File: config.mk
export PLATFORM = sky130hd
export DESIGN_NAME = swlock_ctrl
export DESIGN_NICKNAME = d
export VERILOG_FILES = /design/src/rtl/swlock_pkg.sv /design/src/rtl/swlock_decode.sv /design/src/rtl/swlock_state.sv /design/src/rtl/swlock_status.sv /design/src/rtl/swlock_ctrl.sv
export SDC_FILE = /design/constraint.sdc
export NUM_CORES = 1
export LEC_CHECK = 0
export ABC_AREA = 1
export CORE_MARGIN = 2
export CORE_UTILIZATION = 24
export DETAILED_ROUTE_END_ITERATION = 8
export GPL_TIMING_DRIVEN = 0
export PLACE_DENSITY = 0.9
export SYNTH_ARGS = -nofsm -noshare
export SYNTH_HDL_FRONTEND = slang
export SYNTH_SLANG_ARGS = --single-unit
File: constraint.sdc
create_clock -name clk -period 1.7 [get_ports clk]
set_clock_uncertainty 0.05 [all_clocks]
set_input_delay 0.51 -clock clk [delete_from_list [all_inputs] [get_ports clk]]
set_output_delay 0.51 -clock clk [all_outputs]
set_load 0.02 [all_outputs]
File: src/rtl/swlock_pkg.sv
package swlock_pkg;
  // Status register field positions
  localparam int ST_IMPL_POS = 0;
  localparam int ST_LOCK_POS = 1;
  localparam int ST_WIDE_POS = 2;

  typedef struct packed {
    logic ok;        // valid and serviceable
    logic err;       // valid but refused (core unpowered)
    logic hit_key;   // lock-access register
    logic hit_stat;  // lock-status register
    logic hit_bank;  // guarded bank
  } acc_t;
endpackage

File: src/rtl/swlock_decode.sv
module swlock_decode
  import swlock_pkg::*;
#(
  parameter bit              CORE_DOMAIN = 1'b1,
  parameter int              ADDR_W      = 12,
  parameter logic [ADDR_W-1:0] KEY_OFS   = 12'hFA0,
  parameter logic [ADDR_W-1:0] STAT_OFS  = 12'hFA4
) (
  input  logic              req_valid,
  input  logic              req_we,
  input  logic              req_mmap,
  input  logic              core_pwr,
  input  logic              lock_eff,
  input  logic [ADDR_W-1:0] req_addr,
  output acc_t              acc,
  output logic              bank_wr_en,
  output logic              bank_rd_fx_en
);
  logic unpowered;
  logic pass;

  generate
    if (CORE_DOMAIN) begin : g_core
      assign unpowered = ~core_pwr;
    end else begin : g_dbg
      assign unpowered = 1'b0;
    end
  endgenerate

  always_comb begin
    acc.hit_key  = (req_addr == KEY_OFS);
    acc.hit_stat = (req_addr == STAT_OFS);
    acc.hit_bank = ~acc.hit_key & ~acc.hit_stat;
    acc.err      = req_valid & unpowered;
    acc.ok       = req_valid & ~unpowered;
    // only memory-mapped traffic is subject to the lock
    pass          = ~(req_mmap & lock_eff);
    bank_wr_en    = acc.ok & acc.hit_bank & req_we & pass;
    bank_rd_fx_en = acc.ok & acc.hit_bank & ~req_we & pass;
  end
endmodule

File: src/rtl/swlock_state.sv
module swlock_state #(
  parameter bit              CORE_DOMAIN = 1'b1,
  parameter bit              LOCK_IMPL   = 1'b1,
  parameter int              DATA_W      = 32,
  parameter logic [DATA_W-1:0] KEY       = 32'h5A1E_C0DE
) (
  input  logic              clk,
  input  logic              cold_rst_n,
  input  logic              dbg_rst_n,
  input  logic              upd,
  input  logic [DATA_W-1:0] wdata,
  output logic              lock_q
);
  generate
    if (LOCK_IMPL) begin : g_lock
      logic dom_rst_n;
      if (CORE_DOMAIN) begin : g_cold
        assign dom_rst_n = cold_rst_n;
      end else begin : g_debug
        assign dom_rst_n = dbg_rst_n;
      end
      always_ff @(posedge clk or negedge dom_rst_n) begin
        if (!dom_rst_n)  lock_q <= 1'b1;
        else if (upd)    lock_q <= (wdata != KEY);
      end
    end else begin : g_none
      assign lock_q = 1'b0;
    end
  endgenerate
endmodule

File: src/rtl/swlock_status.sv
module swlock_status
  import swlock_pkg::*;
#(
  parameter int DATA_W    = 32,
  parameter bit LOCK_IMPL = 1'b1
) (
  input  logic              rd_stat,
  input  logic              lock_q,
  output logic [DATA_W-1:0] rdata
);
  always_comb begin
    rdata = '0;
    if (LOCK_IMPL && rd_stat) begin
      rdata[ST_IMPL_POS] = 1'b1;
      rdata[ST_LOCK_POS] = lock_q;
      rdata[ST_WIDE_POS] = 1'b0;
    end
  end
endmodule

File: src/rtl/swlock_ctrl.sv
module swlock_ctrl
  import swlock_pkg::*;
#(
  parameter bit                CORE_DOMAIN = 1'b1,
  parameter bit                LOCK_IMPL   = 1'b1,
  parameter int                ADDR_W      = 12,
  parameter int                DATA_W      = 32,
  parameter logic [DATA_W-1:0] KEY         = 32'h5A1E_C0DE,
  parameter logic [ADDR_W-1:0] KEY_OFS     = 12'hFA0,
  parameter logic [ADDR_W-1:0] STAT_OFS    = 12'hFA4
) (
  input  logic              clk,
  input  logic              cold_rst_n,
  input  logic              dbg_rst_n,
  input  logic              core_pwr,
  input  logic              req_valid,
  input  logic              req_mmap,
  input  logic              req_we,
  input  logic [ADDR_W-1:0] req_addr,
  input  logic [DATA_W-1:0] req_wdata,
  output logic [DATA_W-1:0] rsp_rdata,
  output logic              rsp_err,
  output logic              bank_wr_en,
  output logic              bank_rd_fx_en
);
  acc_t acc;
  logic lock_q;
  logic key_upd;
  logic rd_stat;

  swlock_decode #(
    .CORE_DOMAIN(CORE_DOMAIN), .ADDR_W(ADDR_W),
    .KEY_OFS(KEY_OFS), .STAT_OFS(STAT_OFS)
  ) u_dec (
    .req_valid    (req_valid),
    .req_we       (req_we),
    .req_mmap     (req_mmap),
    .core_pwr     (core_pwr),
    .lock_eff     (lock_q),
    .req_addr     (req_addr),
    .acc          (acc),
    .bank_wr_en   (bank_wr_en),
    .bank_rd_fx_en(bank_rd_fx_en)
  );

  assign key_upd = acc.ok & req_we & req_mmap & acc.hit_key;
  assign rd_stat = acc.ok & ~req_we & req_mmap & acc.hit_stat;

  swlock_state #(
    .CORE_DOMAIN(CORE_DOMAIN), .LOCK_IMPL(LOCK_IMPL),
    .DATA_W(DATA_W), .KEY(KEY)
  ) u_state (
    .clk       (clk),
    .cold_rst_n(cold_rst_n),
    .dbg_rst_n (dbg_rst_n),
    .upd       (key_upd),
    .wdata     (req_wdata),
    .lock_q    (lock_q)
  );

  swlock_status #(.DATA_W(DATA_W), .LOCK_IMPL(LOCK_IMPL)) u_stat (
    .rd_stat(rd_stat),
    .lock_q (lock_q),
    .rdata  (rsp_rdata)
  );

  assign rsp_err = acc.err;
endmodule

==> results by group, run 1 <==
Die
  – DIE AREA: 2970 sq um
  – Initial core utilization: 25.0%
  – # IOs: 86
  – Die W: 54.5 microns
  – # rows: 18
  – Core region area: 2450 sq um
  – Die height: 54.5 microns

STA
  – Max Clock Freq: 545 MHz
  – Hold Slack: 0.453 ns
  – Worst setup margin: -0.136 ns
  – Slew Limit Fails: 0
  – Crit path time final: 1.84 ns
  – Final hold vios: 0
  – Tcrit/Tclk final: 108%
  – RSZ-0062 raised after global routing: yes
  – Setup violators final: 4

Logic synthesis
  – Mapped Avg Cell Area: 5.15 sq um
  – Synth area leader: buf_4
  – Sequential area share after synthesis: 4.29%
  – Main area contributors after synthesis: buf_4 38%, nand2_1 21%, inv_1 15%
  – Synth cell types: 11
  – #FFs+latches synth: 1
  – Top-area cell type share of the netlist area: 38.0%
  – Mapped cell area: 613 sq um
  – Warnings from Yosys: 0
  – Syn Inst Count: 119

Global route
  – Vias in the first global route: 680
  – Largest net degree at the start of global routing: 4
  – Initial antenna violation count: 0
  – First-pass GRT wire length: 2.31 mm
  – GRT Resource Usage Total: 10.1%
  – GR Overflow Total: 0

Cells and area
  – Commonest non-fill, non-tap cell in the layout: clkdlybuf4s50_1
  – Post-route insts no fill: 234
  – FF/Latch Area: 26.3 sq um
  – Area Growth Syn to Fin: 121%
  – Largest register by flop count: u_state.lock_q
  – NumNets Final: 257
  – Multi-input gate area: 445 sq um
  – Most frequent cells in the layout: 33 x clkdlybuf4s50_1, 32 x buf_4, 30 x conb_1
  – Max reg flops: 1
  – Layout cell share with drive strength beyond 1: 36.8%
  – Ant diodes: 0
  – Fill count: 248
  – Biggest regs: u_state.lock_q: 1 flops

Drt
  – Initial DRC Count: 3
  – Drt drc: 0
  – WL per Instance: 7.04 microns
  – DR pass1 iterations: 4
  – Via/cell ratio: 3.46
  – Antenna violation net count after detailed routing: 0
  – Via count: 810
  – Total Wirelength: 1.65 mm

Power
  – P_leak: 0.774 nW
  – Pwr dens: 226 nW/um^2
  – Pwr Total: 0.306 mW
  – Maximum vdd drop: 0.135 mV

Critical path
  – R2R setup slack: 0.93 ns
  – Startpoint types: primary input
  – Worst-path maximum fanout: 3
  – Worst setup path class: primary input to output port
  – Cells on worst reg2reg path: 2
  – Worst endpoint required time: 1.14 ns
  – CP Capture Type: output port
  – Crit path DAT: 1.28 ns

Placement
  – Routability congestion estimate: 0.632
  – DP HPWL: 1.50 mm
  – Cell Count Post-Placement: 232
  – Buffers added on ports: 54

Status
  – Failing checks: setup timing
  – Status: finished, violations left

Clock tree
  – Clk pin slew, worst setup/hold paths: 0 ns
  – Clk Latency, worst-skew pair: 0 ns

Worst hold path
  – Hold Path Depth: 2
  – Worst min path class: flip-flop to flip-flop

Flow run
  – Maxcap violations: 0
-- cell families after synthesis --
kind of cell	synth area share, %
AOI/OAI and AO/OA	0.816
other	0.612
and+or+nand+nor	41.0
DFF	4.29
buffers and inverters	53.3
-- repair_timing --
action / 4_1_cts / 5_1_grt
resized for setup: 88 / 12
hold endpoints to repair: 0 / 0
pin swaps: 13 / 6
setup endpoints to repair: 5 / 5
hold buffers: 0 / 0
setup buffers: 3 / 0
-- worst max-delay path, cell delays in order --
cell	delay, ns
dlygate4sd2_1	0.26
inv_2	0.08
nand3_4	0.08
nor3b_4	0.20
buf_6	0.14
-- final timing paths --
path | start | end
max in group asynchronous | cold_rst_n | u_state.lock_q
min | u_state.lock_q | u_state.lock_q
max | req_we | rsp_rdata[1]
max reg2reg | u_state.lock_q | u_state.lock_q
min reg2reg | u_state.lock_q | u_state.lock_q
min in group asynchronous | cold_rst_n | u_state.lock_q
-- per-layer routing --
layer	track usage (%)	routed length [microns]	vias up
met5	0	0	-
li1	-	-	449
met4	0	0	0
met2	25.5	976	41
met1	7.79	465	320
met3	0.820	205	0
-- through the flow --
| step | TNS (ns) | setup WS (ns) | utilization, % | area, sq um |
|---|---|---|---|---|
| final | -0.435 | -0.136 | 55.1 | 1350 |
| after global routing | -0.633 | -0.174 | 55.1 | 1350 |
| after CTS | -0.506 | -0.146 | 54.5 | 1340 |
| after detailed placement | -4.33 | -1.01 | 53.2 | 1310 |
| after global placement | -4.22 | -0.975 | 53.2 | 1310 |
| after floorplan | 0 | 0.0159 | - | 728 |
-- cell usage after synthesis --
master	instances
nand2_1	34
nor2_2	2
nand3_1	5
conb_1	1
nor3b_2	1
nand3_2	1
inv_1	25
buf_4	31
dfstp_2	1
nor2_1	17
o21ai_1	1
-- final cells by class --
cell class                      instances  share of cell area, %
Timing Repair Buffer                   57                   38.8
Multi-Input combinational cell         91                   32.9
Buffer                                 30                   16.6
Inverter                               25                   6.93
Tap cell                               30                   2.77
Sequential cell                         1                   1.94
-- where the power goes --
part	switching, mW	internal, mW	total, mW
logic	0.124	0.157	0.281
clock network	0	0	0
registers	0.0000270	0.0243	0.0243
total	0.124	0.181	0.306
Note: power is estimated with default switching activity, not from simulation.
==> inputs of run 2 (changes only) <==
--- a/config.mk
+++ b/config.mk
@@ -6,7 +6,7 @@
 export NUM_CORES = 1
 export LEC_CHECK = 0
 export ABC_AREA = 1
-export CORE_MARGIN = 2
+export CORE_MARGIN = 3
 export CORE_UTILIZATION = 24
 export DETAILED_ROUTE_END_ITERATION = 8
 export GPL_TIMING_DRIVEN = 0
==> results by group, run 2 (synthesis gave the netlist of run 1 again) <==
Clock tree
  – Clk pin slew, worst setup/hold paths: 0 ns
  – Hold_buf cts: 0
  – Clk Latency, worst-skew pair: 0 ns
  – Post-CTS setup buffer count: 0

STA
  – Hold Slack: 0.434 ns
  – Crit path time final: 1.82 ns
  – Final hold vios: 0
  – Tcrit/Tclk final: 107%
  – Slew Limit Fails: 0
  – Final TNS setup: -0.351 ns
  – Worst setup margin: -0.123 ns
  – Setup violators final: 4
  – RSZ-0062 raised after global routing: yes
  – Max Clock Freq: 549 MHz

Placement
  – DP HPWL: 1.62 mm
  – Place WS: -0.998 ns
  – Routability congestion estimate: 0.763
  – Buffers added on ports: 54
  – Placed Area: 1300 sq um

Drt
  – Initial DRC Count: 14
  – Via count: 775
  – WL per Instance: 7.81 microns
  – Total Wirelength: 1.79 mm
  – Antenna violation net count after detailed routing: 0
  – Drt drc: 0
  – Via/cell ratio: 3.38
  – DR pass1 iterations: 3

Critical path
  – CP Launch Point: req_addr[10]
  – Startpoint types: primary input
  – Worst r2r src: u_state.lock_q
  – Crit path DAT: 1.26 ns
  – Worst-path maximum fanout: 3
  – Worst endpoint required time: 1.14 ns
  – CP Capture Type: output port
  – Worst setup path class: primary input to output port

Cells and area
  – NumNets Final: 254
  – Ant diodes: 0
  – Layout cell share with drive strength beyond 1: 35.3%
  – Most frequent cells in the layout: 31 x buf_4, 30 x conb_1, 29 x nand2_1
  – Area Growth Syn to Fin: 116%
  – Max reg flops: 1
  – Fill count: 238
  – Commonest non-fill, non-tap cell in the layout: buf_4
  – Cell area after layout: 1320 sq um
  – Largest register by flop count: u_state.lock_q
  – Biggest regs: u_state.lock_q: 1 flops

Status
  – Failing checks: setup timing
  – Status: finished, violations left

Die
  – Initial core utilization: 26.4%
  – Core region area: 2320 sq um
  – DIE AREA: 3200 sq um
  – Die W: 56.5 microns
  – # IOs: 86
  – Die height: 56.5 microns
  – # rows: 17

Global route
  – GRT Resource Usage Total: 11.0%
  – Largest net degree at the start of global routing: 4
  – Vias in the first global route: 721
  – GR Overflow Total: 0
  – Initial antenna violation count: 0
  – First-pass GRT wire length: 2.97 mm

Worst hold path
  – Hold path startpoint: u_state.lock_q
  – Worst min path class: flip-flop to flip-flop

Flow run
  – Maxcap violations: 0

Power
  – P_leak: 0.827 nW
  – Pwr dens: 222 nW/um^2
  – Maximum vdd drop: 0.121 mV
run 2: cell count changes in the layout (fill, tap and decap cells not counted):
cell / previous run / this run
dlymetal6s2s_1: 0 / 8
buf_4: 32 / 31
buf_6: 9 / 5
clkdlybuf4s50_1: 33 / 25
buf_2: 8 / 10
nand3_2: 2 / 1
nand3_1: 2 / 3
run 2: per-stage QoR:
step	power [mW]	instances	utilization [%]
after floorplan	0.172	148	-
after global placement	0.291	230	56.2
after detailed placement	0.294	230	56.2
after CTS	0.287	229	55.1
after global routing	0.318	229	57.1
final	0.294	229	57.1
run 2: final timing paths:
path | to | slack, ns | cells past startpoint
worst max-delay path | rsp_rdata[1] | -0.12 | 6
worst min-delay path | u_state.lock_q | 0.43 | 2
worst max register to register | u_state.lock_q | 0.96 | 2
worst min register to register | u_state.lock_q | 0.43 | 2
max in group asynchronous | u_state.lock_q | 0.79 | 1
min in group asynchronous | u_state.lock_q | 0.79 | 1
run 2: repair_timing:
item	CTS	global route
gates resized for setup	81	23
pin swaps	12	20
setup endpoints to repair	5	6
run 2: where the power goes:
group,switching (mW),leakage [nW],internal [mW],total [mW]
Sequential,0.0000175,0.0103,0.0243,0.0243
Clock,0,0,0,0
Combinational,0.122,0.816,0.148,0.270
run 2: layout make-up:
cell class | count | area (sq um) | share of cell area, %
buffer | 30 | 225 | 17.0
sequential | 1 | 26.3 | 1.98
tap | 28 | 35.0 | 2.65
multi-input combinational | 91 | 440 | 33.3
timing repair buffer | 54 | 503 | 38.0
inverter | 25 | 93.8 | 7.09
run 2: layer usage:
metal	vias to the layer above	global-route usage (%)	part of all wire [%]
met2	39	22.9	59
met3	0	0.460	8.5
met5	-	0	0
met4	0	0	0
li1	446	-	-
met1	290	12.7	32
run 2: worst max-delay path, stage by stage:
cell	delay [ns]
buf_2	0.08
nand2_1	0.09
nor2_4	0.15
nand3_4	0.11
nor3b_4	0.18
buf_6	0.14
==> inputs of run 3 (changes only) <==
--- a/config.mk
+++ b/config.mk
@@ -11,6 +11,7 @@
 export DETAILED_ROUTE_END_ITERATION = 8
 export GPL_TIMING_DRIVEN = 0
 export PLACE_DENSITY = 0.9
+export SETUP_SLACK_MARGIN = 0.02
 export SYNTH_ARGS = -nofsm -noshare
 export SYNTH_HDL_FRONTEND = slang
 export SYNTH_SLANG_ARGS = --single-unit
==> results by group, run 3 (synthesis gave the netlist of run 1 again) <==
Drt
  – Total Wirelength: 1.84 mm
  – Via count: 805
  – Via/cell ratio: 3.52
  – Drt drc: 0
  – DR pass1 iterations: 4
  – WL per Instance: 8.05 microns
  – Initial DRC Count: 4
  – Antenna violation net count after detailed routing: 0

Power
  – Part of the power in registers: 8.2%
  – Pwr dens: 221 nW/um^2
  – P_leak: 0.876 nW
  – Comb pwr share: 91.8%
  – Pwr Total: 0.296 mW
  – Clock power frac: 0%
  – Psw: 0.125 mW
  – Maximum vdd drop: 0.131 mV
  – Pint: 0.171 mW
  – Switching share of total power: 42.2%

Cells and area
  – Fill count: 245
  – Area Growth Syn to Fin: 118%
  – Post-route insts no fill: 229
  – Largest register by flop count: u_state.lock_q
  – Layout cell share with drive strength beyond 1: 36.3%
  – Biggest regs: u_state.lock_q: 1 flops
  – Commonest non-fill, non-tap cell in the layout: buf_4
  – NumNets Final: 254
  – Most frequent cells in the layout: 32 x buf_4, 30 x conb_1, 28 x nand2_1
  – Multi-input gate area: 438 sq um
  – Ant diodes: 0
  – Cell area after layout: 1340 sq um
  – Max reg flops: 1
  – FF/Latch Area: 26.3 sq um

Critical path
  – Crit path DAT: 1.23 ns
  – Worst setup path class: primary input to output port
  – Worst endpoint required time: 1.14 ns
  – Reg-to-Reg End: u_state.lock_q
  – Worst-path maximum fanout: 3
  – CP Capture Type: output port
  – Startpoint types: primary input
  – R2R setup slack: 0.96 ns
  – Cells on worst reg2reg path: 2
  – Worst r2r src: u_state.lock_q

STA
  – Slew Limit Fails: 0
  – Max Clock Freq: 558 MHz
  – Tcrit/Tclk final: 105%
  – Setup violators final: 4
  – RSZ-0062 raised after global routing: yes
  – Worst setup margin: -0.0907 ns
  – Final TNS setup: -0.305 ns
  – Crit path time final: 1.79 ns
  – Final hold vios: 0

Global route
  – GRT Resource Usage Total: 9.13%
  – Initial antenna violation count: 0
  – Vias in the first global route: 648
  – GR Overflow Total: 0
  – Largest net degree at the start of global routing: 4
  – First-pass GRT wire length: 2.48 mm

Flow run
  – Maxcap violations: 0

Worst hold path
  – Hold Path Depth: 2
  – Hold path startpoint: u_state.lock_q
  – WHS Endpoint: u_state.lock_q
  – Worst min path class: flip-flop to flip-flop

Placement
  – Routability congestion estimate: 0.712
  – Placed Area: 1320 sq um
  – Place WS: -0.989 ns
  – Cell Count Post-Placement: 230
  – DP HPWL: 1.69 mm
  – Buffers added on ports: 54

Die
  – # rows: 17
  – Core region area: 2320 sq um
  – Die height: 56.5 microns
  – DIE AREA: 3200 sq um
  – Die W: 56.5 microns
  – Initial core utilization: 26.4%
  – # IOs: 86

Status
  – Status: finished, violations left
  – Failing checks: setup timing

Clock tree
  – Clk Latency, worst-skew pair: 0 ns
  – Clk pin slew, worst setup/hold paths: 0 ns
-- run 3: worst max-delay path by stage --
stage            startpoint      endpoint  cells after the start  slack (ns)
6_report        req_addr[6]  rsp_rdata[1]                      7       -0.09
5_1_grt         req_addr[6]  rsp_rdata[1]                      7       -0.15
4_1_cts         req_addr[6]  rsp_rdata[1]                      7        -0.1
3_5_place_dp   req_addr[11]  rsp_rdata[1]                      6       -0.99
3_3_place_gp   req_addr[10]  rsp_rdata[1]                      6       -0.98
2_1_floorplan   req_addr[4]  rsp_rdata[1]                      5        0.03
-- run 3: routing by layer --
| metal | up-vias | routed length [microns] | global-route usage [%] | share of wire (%) |
|---|---|---|---|---|
| li1 | 444 | - | - | - |
| met1 | 318 | 624 | 9.26 | 34 |
| met2 | 43 | 1010 | 19.1 | 55 |
| met3 | 0 | 210 | 2.30 | 11 |
| met4 | 0 | 0 | 0 | 0 |
| met5 | - | 0 | 0 | 0 |
-- run 3: through the flow --
stage	hold WS (ns)	util (%)
after floorplan	0.312	-
after global placement	0.436	57.0
after detailed placement	0.431	57.0
after CTS	0.434	56.2
after global routing	0.491	57.7
final	0.433	57.7
-- run 3: critical path, cell delays in order --
cell and delay, ns:
buf_6 0.10, inv_4 0.04, nand2_4 0.05, nor2_4 0.12
nand3_4 0.10, nor3b_4 0.18, buf_6 0.14
-- run 3: cell type report --
| cell class | count | share of cell area, % |
|---|---|---|
| plain buffers | 30 | 16.8 |
| inverters | 25 | 7.58 |
| multi-input cells | 91 | 32.7 |
| flip-flops and latches | 1 | 1.96 |
| well taps | 28 | 2.62 |
| repair buffers | 54 | 38.3 |
-- run 3: repair_timing --
action                                  CTS  global route
pin swaps                                15            17
buffers inserted                          0             0
hold buffers                              0             0
endpoints found under the setup margin    5             5
resized for setup                        92            17
-- run 3: power groups by stage --
stage,Combinational [mW],Clock [mW],Sequential (mW)
finish,0.272,0,0.0243
global route,0.292,0,0.0243
CTS,0.272,0,0.0243
detailed placement,0.276,0,0.0243
global placement,0.273,0,0.0243
floorplan,0.152,0,0.0243
